## src/rtl/clkstop_pkg.sv

```systemverilog
package clkstop_pkg;
  typedef enum logic [2:0] {
    MD_NORMAL = 3'd0,
    MD_SMM    = 3'd1,
    MD_HALT   = 3'd2,
    MD_STOP   = 3'd3,
    MD_INQ    = 3'd4
  } mode_e;

  typedef enum logic [1:0] {
    CX_NORMAL = 2'b00,
    CX_SMM    = 2'b01,
    CX_HALT   = 2'b10
  } ctx_e;

  function automatic mode_e ctx_to_mode(ctx_e c);
    case (c)
      CX_SMM:  return MD_SMM;
      CX_HALT: return MD_HALT;
      default: return MD_NORMAL;
    endcase
  endfunction
endpackage

```

## src/rtl/cs_mode_fsm.sv

```systemverilog
module cs_mode_fsm
  import clkstop_pkg::*;
(
  input  logic  clk,
  input  logic  rst,
  input  logic  stop_req,
  input  logic  smm_entry,
  input  logic  smm_resume,
  input  logic  halt_cmd,
  input  logic  wake_evt,
  input  logic  addr_strobe,
  input  logic  bus_owned,
  input  logic  inq_finish,
  output mode_e mode,
  output logic  snoop_go,
  output logic  stop_hold,
  output logic  stop_release,
  output logic  core_clk_en,
  output logic  dbus_float
);
  ctx_e  ctx_q, ctx_d;
  logic  back_to_stop_q, back_to_stop_d;
  mode_e mode_d;

  assign snoop_go     = addr_strobe && bus_owned && (mode == MD_HALT || mode == MD_STOP);
  assign stop_release = (mode == MD_STOP) && !stop_req && !snoop_go;
  assign stop_hold    = (mode == MD_STOP) || (mode == MD_INQ && back_to_stop_q);

  always_comb begin
    mode_d         = mode;
    ctx_d          = ctx_q;
    back_to_stop_d = back_to_stop_q;
    case (mode)
      MD_NORMAL: begin
        if (stop_req) begin
          mode_d = MD_STOP;
          ctx_d  = CX_NORMAL;
        end else if (smm_entry) begin
          mode_d = MD_SMM;
        end else if (halt_cmd) begin
          mode_d = MD_HALT;
        end
      end
      MD_SMM: begin
        if (stop_req) begin
          mode_d = MD_STOP;
          ctx_d  = CX_SMM;
        end else if (smm_resume) begin
          mode_d = MD_NORMAL;
        end
      end
      MD_HALT: begin
        if (snoop_go) begin
          mode_d         = MD_INQ;
          back_to_stop_d = 1'b0;
        end else if (stop_req) begin
          mode_d = MD_STOP;
          ctx_d  = CX_HALT;
        end else if (wake_evt) begin
          mode_d = MD_NORMAL;
        end
      end
      MD_STOP: begin
        if (snoop_go) begin
          mode_d         = MD_INQ;
          back_to_stop_d = 1'b1;
        end else if (!stop_req) begin
          mode_d = ctx_to_mode(ctx_q);
        end
      end
      MD_INQ: begin
        if (inq_finish) mode_d = back_to_stop_q ? MD_STOP : MD_HALT;
      end
      default: mode_d = MD_NORMAL;
    endcase
  end

  always_ff @(posedge clk) begin
    if (rst) begin
      mode           <= MD_NORMAL;
      ctx_q          <= CX_NORMAL;
      back_to_stop_q <= 1'b0;
      core_clk_en    <= 1'b1;
      dbus_float     <= 1'b0;
    end else begin
      mode           <= mode_d;
      ctx_q          <= ctx_d;
      back_to_stop_q <= back_to_stop_d;
      core_clk_en    <= (mode_d == MD_NORMAL) || (mode_d == MD_SMM);
      dbus_float     <= (mode_d == MD_STOP);
    end
  end
endmodule

```

## src/rtl/cs_inquire.sv

```systemverilog
module cs_inquire #(
  parameter int DWELL = 2
) (
  input  logic clk,
  input  logic rst,
  input  logic snoop_go,
  input  logic snoop_hit,
  input  logic snoop_hitm,
  input  logic bus_busy,
  input  logic wb_done,
  output logic inq_finish,
  output logic hit_out,
  output logic hitm_out,
  output logic wb_req,
  output logic snoop_done
);
  localparam int CNT_W = (DWELL > 2) ? $clog2(DWELL) : 1;
  localparam logic [CNT_W-1:0] LAST = CNT_W'(DWELL - 1);

  logic             busy_q;
  logic [CNT_W-1:0] cnt_q;

  assign inq_finish = busy_q &&
                      ((!hitm_out && cnt_q == LAST) || (hitm_out && wb_req && wb_done));

  always_ff @(posedge clk) begin
    if (rst) begin
      busy_q     <= 1'b0;
      cnt_q      <= '0;
      hit_out    <= 1'b0;
      hitm_out   <= 1'b0;
      wb_req     <= 1'b0;
      snoop_done <= 1'b0;
    end else begin
      snoop_done <= inq_finish;
      if (snoop_go) begin
        busy_q   <= 1'b1;
        cnt_q    <= '0;
        hit_out  <= snoop_hit;
        hitm_out <= snoop_hitm;
        wb_req   <= snoop_hitm && !bus_busy;
      end else if (inq_finish) begin
        busy_q   <= 1'b0;
        hit_out  <= 1'b0;
        hitm_out <= 1'b0;
        wb_req   <= 1'b0;
      end else if (busy_q) begin
        if (cnt_q != LAST) cnt_q <= cnt_q + 1'b1;
        if (hitm_out) wb_req <= !bus_busy;
      end
    end
  end
endmodule

```

## src/rtl/cs_init_defer.sv

```systemverilog
module cs_init_defer (
  input  logic clk,
  input  logic rst,
  input  logic init_req,
  input  logic stop_hold,
  input  logic stop_release,
  output logic init_pending,
  output logic init_fire
);
  always_ff @(posedge clk) begin
    if (rst) begin
      init_pending <= 1'b0;
      init_fire    <= 1'b0;
    end else if (stop_release) begin
      init_fire    <= init_pending || init_req;
      init_pending <= 1'b0;
    end else if (stop_hold) begin
      init_pending <= init_pending || init_req;
      init_fire    <= 1'b0;
    end else begin
      init_pending <= 1'b0;
      init_fire    <= init_req;
    end
  end
endmodule

```

## src/rtl/clkstop_ctrl.sv

```systemverilog
module clkstop_ctrl
  import clkstop_pkg::*;
#(
  parameter int DWELL = 2
) (
  input  logic       clk,
  input  logic       rst,
  input  logic       stop_req,
  input  logic       smm_entry,
  input  logic       smm_resume,
  input  logic       halt_cmd,
  input  logic       wake_evt,
  input  logic       init_req,
  input  logic       addr_strobe,
  input  logic       ahold,
  input  logic       boff,
  input  logic       hlda,
  input  logic       snoop_hit,
  input  logic       snoop_hitm,
  input  logic       wb_done,
  output logic [2:0] mode,
  output logic       core_clk_en,
  output logic       dbus_float,
  output logic       init_pending,
  output logic       init_fire,
  output logic       hit_out,
  output logic       hitm_out,
  output logic       wb_req,
  output logic       snoop_done
);
  mode_e mode_q;
  logic  snoop_go, stop_hold, stop_release, inq_finish;

  assign mode = mode_q;

  cs_mode_fsm u_fsm (
    .clk          (clk),
    .rst          (rst),
    .stop_req     (stop_req),
    .smm_entry    (smm_entry),
    .smm_resume   (smm_resume),
    .halt_cmd     (halt_cmd),
    .wake_evt     (wake_evt),
    .addr_strobe  (addr_strobe),
    .bus_owned    (ahold || boff || hlda),
    .inq_finish   (inq_finish),
    .mode         (mode_q),
    .snoop_go     (snoop_go),
    .stop_hold    (stop_hold),
    .stop_release (stop_release),
    .core_clk_en  (core_clk_en),
    .dbus_float   (dbus_float)
  );

  cs_inquire #(.DWELL(DWELL)) u_inq (
    .clk        (clk),
    .rst        (rst),
    .snoop_go   (snoop_go),
    .snoop_hit  (snoop_hit),
    .snoop_hitm (snoop_hitm),
    .bus_busy   (boff || hlda),
    .wb_done    (wb_done),
    .inq_finish (inq_finish),
    .hit_out    (hit_out),
    .hitm_out   (hitm_out),
    .wb_req     (wb_req),
    .snoop_done (snoop_done)
  );

  cs_init_defer u_init (
    .clk          (clk),
    .rst          (rst),
    .init_req     (init_req),
    .stop_hold    (stop_hold),
    .stop_release (stop_release),
    .init_pending (init_pending),
    .init_fire    (init_fire)
  );
endmodule

```

## config.mk

```make
export PLATFORM = sky130hd
export DESIGN_NAME = clkstop_ctrl
export DESIGN_NICKNAME = d
export VERILOG_FILES = /design/src/rtl/clkstop_pkg.sv /design/src/rtl/cs_mode_fsm.sv /design/src/rtl/cs_inquire.sv /design/src/rtl/cs_init_defer.sv /design/src/rtl/clkstop_ctrl.sv
export SDC_FILE = /design/constraint.sdc
export NUM_CORES = 1
export LEC_CHECK = 0
export ABC_AREA = 1
export BUFFER_PORTS_ARGS = -buffer_cell sky130_fd_sc_hd__clkbuf_2
export CORE_MARGIN = 2
export CORE_UTILIZATION = 49
export CTS_CLUSTER_DIAMETER = 150
export DETAILED_ROUTE_END_ITERATION = 10
export PLACE_DENSITY = 0.88
export SYNTH_ARGS = -nofsm -noshare
export SYNTH_HDL_FRONTEND = slang
export SYNTH_SLANG_ARGS = --single-unit
```

## constraint.sdc

```tcl
create_clock -name clk -period 1.5 [get_ports clk]
set_clock_uncertainty 0.2 [all_clocks]
set_input_delay 0.3 -clock clk [delete_from_list [all_inputs] [get_ports clk]]
set_output_delay 0.3 -clock clk [all_outputs]
set_load 0.03 [all_outputs]
```

**Word-level counts from Yosys, hierarchy flattened**

Cells that the tools add are included.

- $add $sub $neg: 1
- Equal/unequal tests: 14
- Muxes and demuxes: 33
- Bitwise operators: 2
- Reductions and logical operators: 35

Operators with widths:

| kind | number |
|---|---|
| 3-bit two-way mux | 11 |
| 3-bit one-hot mux with 5 select lines | 1 |
| 1-bit two-way mux | 14 |
| 1-bit logical AND | 10 |
| 3-bit by 2-bit == test with 1-bit output (second input constant) | 3 |
| 3-bit nonzero test | 3 |
| 1-bit logical OR | 8 |
| 2-bit two-way mux | 4 |
| 2-bit != test (second input constant) | 4 |
| 3-bit by 1-bit == test with 1-bit output (second input constant) | 2 |
| 3-bit logical NOT | 2 |
| 2-bit one-hot mux with 3 select lines | 1 |
| 5-bit AND reduction | 1 |
| 1-bit logical NOT | 4 |
| 2-bit by 1-bit != test with 1-bit output (second input constant) | 2 |
| 2-bit one-hot mux with 2 select lines | 1 |
| 2-bit AND reduction | 2 |
| 2-bit nonzero test | 2 |
| 3-bit == test (second input constant) | 1 |
| 3-bit AND reduction | 1 |
| 3-bit OR reduction | 1 |
| 2-bit by 1-bit == test with 1-bit output (second input constant) | 1 |
| 2-bit == test (second input constant) | 1 |
| 1-bit inverter | 2 |
| other kinds (3) | 3 |

- Flip-flop bits (word level): 16
- Input bits: 15
- Word-level logic and storage cells: 98

**Depth between registers and ports, before layout**

- Word-level depth: 8
- Gate-level depth with buffers: 9
- Gate-level depth less buffers: 9

**Modules after synthesis**

From an unflattened synthesis, not the netlist that was laid out.

- Cells, all modules: 131
- Area total of the unflattened synthesis: 868.3 um^2

Modules (own cells, without submodules):

| module | times used | cells an instance | area an instance (um^2) |
|---|---|---|---|
| cs_mode_fsm | 1 | 81 | 500.5 |
| cs_inquire | 1 | 38 | 280.3 |
| cs_init_defer | 1 | 8 | 70.1 |
| clkstop_ctrl | 1 | 4 | 17.5 |

**Worst setup path after synthesis**

Ideal clock, no wire load.

- Path kind: register -> register
- Start: reg u_fsm.mode[2]
- End: reg u_fsm.dbus_float
- Library setup time: 0.128 ns
- Data arrival time: 1.209 ns
- Data required time: 1.172 ns
- Path slack: -0.037 ns
- Cell stages (with the launch flop): 10
- Path buffers: 0
- Clock period less this slack: 1.537 ns
- Cell sequence: dfxtp_1 > inv_1 > nand2_1 > nor2_1 > nand2_1 > nand2_1 > nor2_2 > nand2_1 > nand2_1 > nor2_1

- Longest elaborated chain between the ends: 6

Ends and longest elaborated chain:

| what | RTL line | text |
|---|---|---|
| start: declaration | cs_mode_fsm.sv:14 | `output mode_e mode,` |
| start signal: assignment | cs_mode_fsm.sv:86 | `mode <= mode_d;` |
| 3-bit by 2-bit == test with 1-bit output | cs_mode_fsm.sv:25, cs_mode_fsm.sv:33 |  |
| 1-bit logical OR | cs_mode_fsm.sv:25 | `assign snoop_go = addr_strobe && bus_owned && (mode == MD_HALT \|\| mode == MD_STOP);` |
| 1-bit logical AND | cs_mode_fsm.sv:25 |  |
| 3-bit two-way mux (on tied branches) | cs_mode_fsm.sv:64, cs_mode_fsm.sv:53 |  |
| 3-bit one-hot mux with 5 select lines * | cs_mode_fsm.sv:33 | `case (mode)` |
| 3-bit by 2-bit == test with 1-bit output * | cs_mode_fsm.sv:90 | `dbus_float <= (mode_d == MD_STOP);` |
| end signal: assignment | cs_mode_fsm.sv:90 |  |
| end: declaration | cs_mode_fsm.sv:19 | `output logic dbus_float` |

Every way passes the cells marked *; elsewhere a longest branch is shown, timed or not.
A chain may end at the register's enable or synchronous reset.

**Worst setup path in the final report**

- Start: reg u_fsm.mode[1]
- End: reg u_fsm.dbus_float

Same word-level chain as after synthesis.

==> results.md <==
* Clock transition at path regs at 0.08 ns
* Syn nets at 146
* GPL Wtd Cong at 0.868
* Layout cell share with drive strength beyond 1 at 29.8%
* Area of the die at 0.00205 mm2
* Cts hold-fix bufs at 0
* All-Layer GR Usage at 21.1%
* Worst slew pin tran at 0.294 ns
* CTS Buffer Depth at 2
* Core box area at 0.00156 mm2
* CP startpoint kind: register
* Seq/Total Area, Yosys at 38.4%
* Initial antenna violation count at 0
* Max incr delay on CP at 0.40 ns
* Clock latency on the worst-skew pair at 0.29 ns
* CTS tree: done
* Cell variety after synth at 18
* CP Max Fanout at 6
* Clock root cell: clkbuf_4
* Initial Utilization at 53.5%
* Largest net degree at the start of global routing at 14
* Via count at 910
* Final core occ at 67.5%
* Fin crit period at 1.43 ns
* Met3 usage at 6.40%
* # setup viols final at 0
* FMAX at 698 MHz
* Buffers & Inverters on Critical Path at 1
* Final wirelength at 1950 um
* First-pass GRT wire length at 3100 um
* CP Cell Sequence: inv_1, nand2_1, nor2_2, nand2_1, nand2_1, nor2_2, nand2_1, nand2_1, nor2_1
* Crit path DAT at 1.41 ns
* Total Power at 1.24 mW
* Mean routed wirelength per cell at 11.0 um
* Layout fillers at 129
* CP max-delay cell: dfxtp_4
* Layer with the highest usage: met2
* Cells after Synth at 131
* Status: finished, final reports clean
* Vias in the first global route at 773
* Worst path top cell family by delay: simple AND/OR/NAND/NOR gates
* #FFs+latches synth at 16
* FP Rows at 14
* Post-Synthesis Cell Area at 833 um2
* Crit. End Element: register
* Grt total ovfl at 0
* PD cells at 1180 mW/mm2
* IO Port Bufs at 25
* Worst path required time at 1.48 ns
* Max-cap violations at 0
* Crit-path most repeated cell: nand2_1
* Avg Vias per Cell at 5.14
* I/O pin count at 26
* Initial drt markers at 25
* Grt met2 use at 33.4%
* Post-DRT Antenna Nets at 0
* Cts bufs inserted at 3
* Ant diodes at 0
* Fin crit share at 95.5%
* Layout area overhead at 26.3%
* Floorplan die height at 45.2 um
* Hold slack at 0.0352 ns
* Die width at 45.2 um
* TritonCTS Sinks at 16
* Syn_area_per_cell at 6.36 um2
* Hold Fails Final Rpt at 0
* H-tree Lvls at 1
* Slew Limit Fails at 0
* Post-layout net count at 177
* Post-DP HPWL at 1480 um
* Synth warn at 0
* DRC at 0
* Global Route met1 Usage at 26.3%
* First-pass iteration count of the detailed router at 4
* Hold crit path type: in2reg
* WS Path Type: reg2reg
* Relative slew slack at 80.2%
* Peak VDD IR at 0.658 mV
* P_leak at 0.540 nW
==> state kept, by name, indices dropped and copies added (netlist names) <==
register,flops
u_inq.hit_out,1
u_fsm.mode,3
u_fsm.core_clk_en,1
u_init.init_fire,1
u_inq.busy_q,1
u_inq.wb_req,1
u_inq.snoop_done,1
u_fsm.ctx_q,2
u_inq.cnt_q,1
u_fsm.back_to_stop_q,1
u_fsm.dbus_float,1
u_inq.hitm_out,1
u_init.init_pending,1
==> Yosys cell counts <==
library cell,instances,share of area [%]
a211oi_1,1,0.90
a21boi_2,1,1.4
a21oi_1,10,6.0
a31oi_1,1,0.75
clkbuf_1,1,0.45
dfxtp_1,16,38
inv_1,18,8.1
nand2_1,42,19
nand2_2,1,0.75
nand3_1,10,6.0
nand4_1,1,0.75
nor2_1,16,7.2
nor2_2,3,2.3
nor3_2,1,1.2
nor3b_2,1,1.5
o21ai_0,5,3.0
o21ai_1,1,0.60
o21bai_1,2,1.8
==> layout make-up <==
| class | instances | area, um2 | share of cell area [%] |
|---|---|---|---|
| clock buffer | 4 | 36.3 | 3.45 |
| inverter | 18 | 67.6 | 6.42 |
| multi-input combinational | 96 | 460 | 43.8 |
| sequential | 16 | 328 | 31.2 |
| tap | 16 | 20.0 | 1.90 |
| timing repair buffer | 27 | 140 | 13.3 |
==> cells by family after synthesis <==
logic type             after synthesis  synth area share (%)
AO/OA/AOI/OAI                       21                  14.4
buffers and inverters               19                  8.56
flip-flops                          16                  38.4
AND/OR/NAND/NOR                     75                  38.6
==> layer usage <==
| layer | part of all wire, % | vias to the layer above |
|---|---|---|
| met5 | 0 | - |
| met2 | 48 | 43 |
| li1 | - | 473 |
| met3 | 8.8 | 4 |
| met4 | 1.1 | 0 |
| met1 | 43 | 390 |
==> what timing repair did <==
action | in CTS | in global routing
resized for setup | 0 | 10
endpoints found under the setup margin | 0 | 4
setup buffers | 0 | 2
==> cells in the final DEF, fill, tap and decap left out, types with 3 or more instances in the layout <==
| master | instances |
|---|---|
| o21ai_0 | 4 |
| nor2_2 | 6 |
| a21oi_1 | 10 |
| clkbuf_4 | 3 |
| nor2_1 | 13 |
| dfxtp_1 | 12 |
| nand2_2 | 3 |
| nand3_1 | 10 |
| nand2_1 | 40 |
| dfxtp_2 | 3 |
| clkbuf_2 | 25 |
| inv_1 | 17 |
==> tightest hold or removal path, cell delays in order <==
cell and delay, ns:
clkbuf_2 0.08, nand2_1 0.05, a21oi_1 0.05
==> final timing paths <==
| path | from | cells after the start | slack, ns | end |
|---|---|---|---|---|
| hold / removal | snoop_hit | 3 | 0.04 | u_inq.hit_out |
| hold reg to reg | u_fsm.ctx_q[0] | 2 | 0.27 | u_fsm.ctx_q[0] |
| setup reg to reg | u_fsm.mode[1] | 9 | 0.07 | u_fsm.dbus_float |
| setup / recovery | u_fsm.mode[1] | 9 | 0.07 | u_fsm.dbus_float |
==> power breakdown <==
| group | total (mW) | internal [mW] | leakage [nW] | switching [mW] |
|---|---|---|---|---|
| combinational | 0.429 | 0.139 | 0.386 | 0.290 |
| sequential | 0.536 | 0.483 | 0.132 | 0.0535 |
| clock | 0.277 | 0.148 | 0.0210 | 0.129 |
| total | 1.24 | 0.770 | 0.540 | 0.473 |
==> per-stage QoR <==
step / worst slack (ns) / cell area (um2) / setup TNS (ns) / instances
5_1_grt: -0.0344 / 1050 / -0.0344 / 177
3_3_place_gp: 0.0355 / 978 / 0 / 171
6_report: 0.0668 / 1050 / 0 / 177
2_1_floorplan: 0.0346 / 837 / 0 / 131
3_5_place_dp: -0.00864 / 978 / -0.0121 / 171
4_1_cts: 0.0248 / 1010 / 0 / 175
No activity file was read; power rests on OpenSTA's default activity.
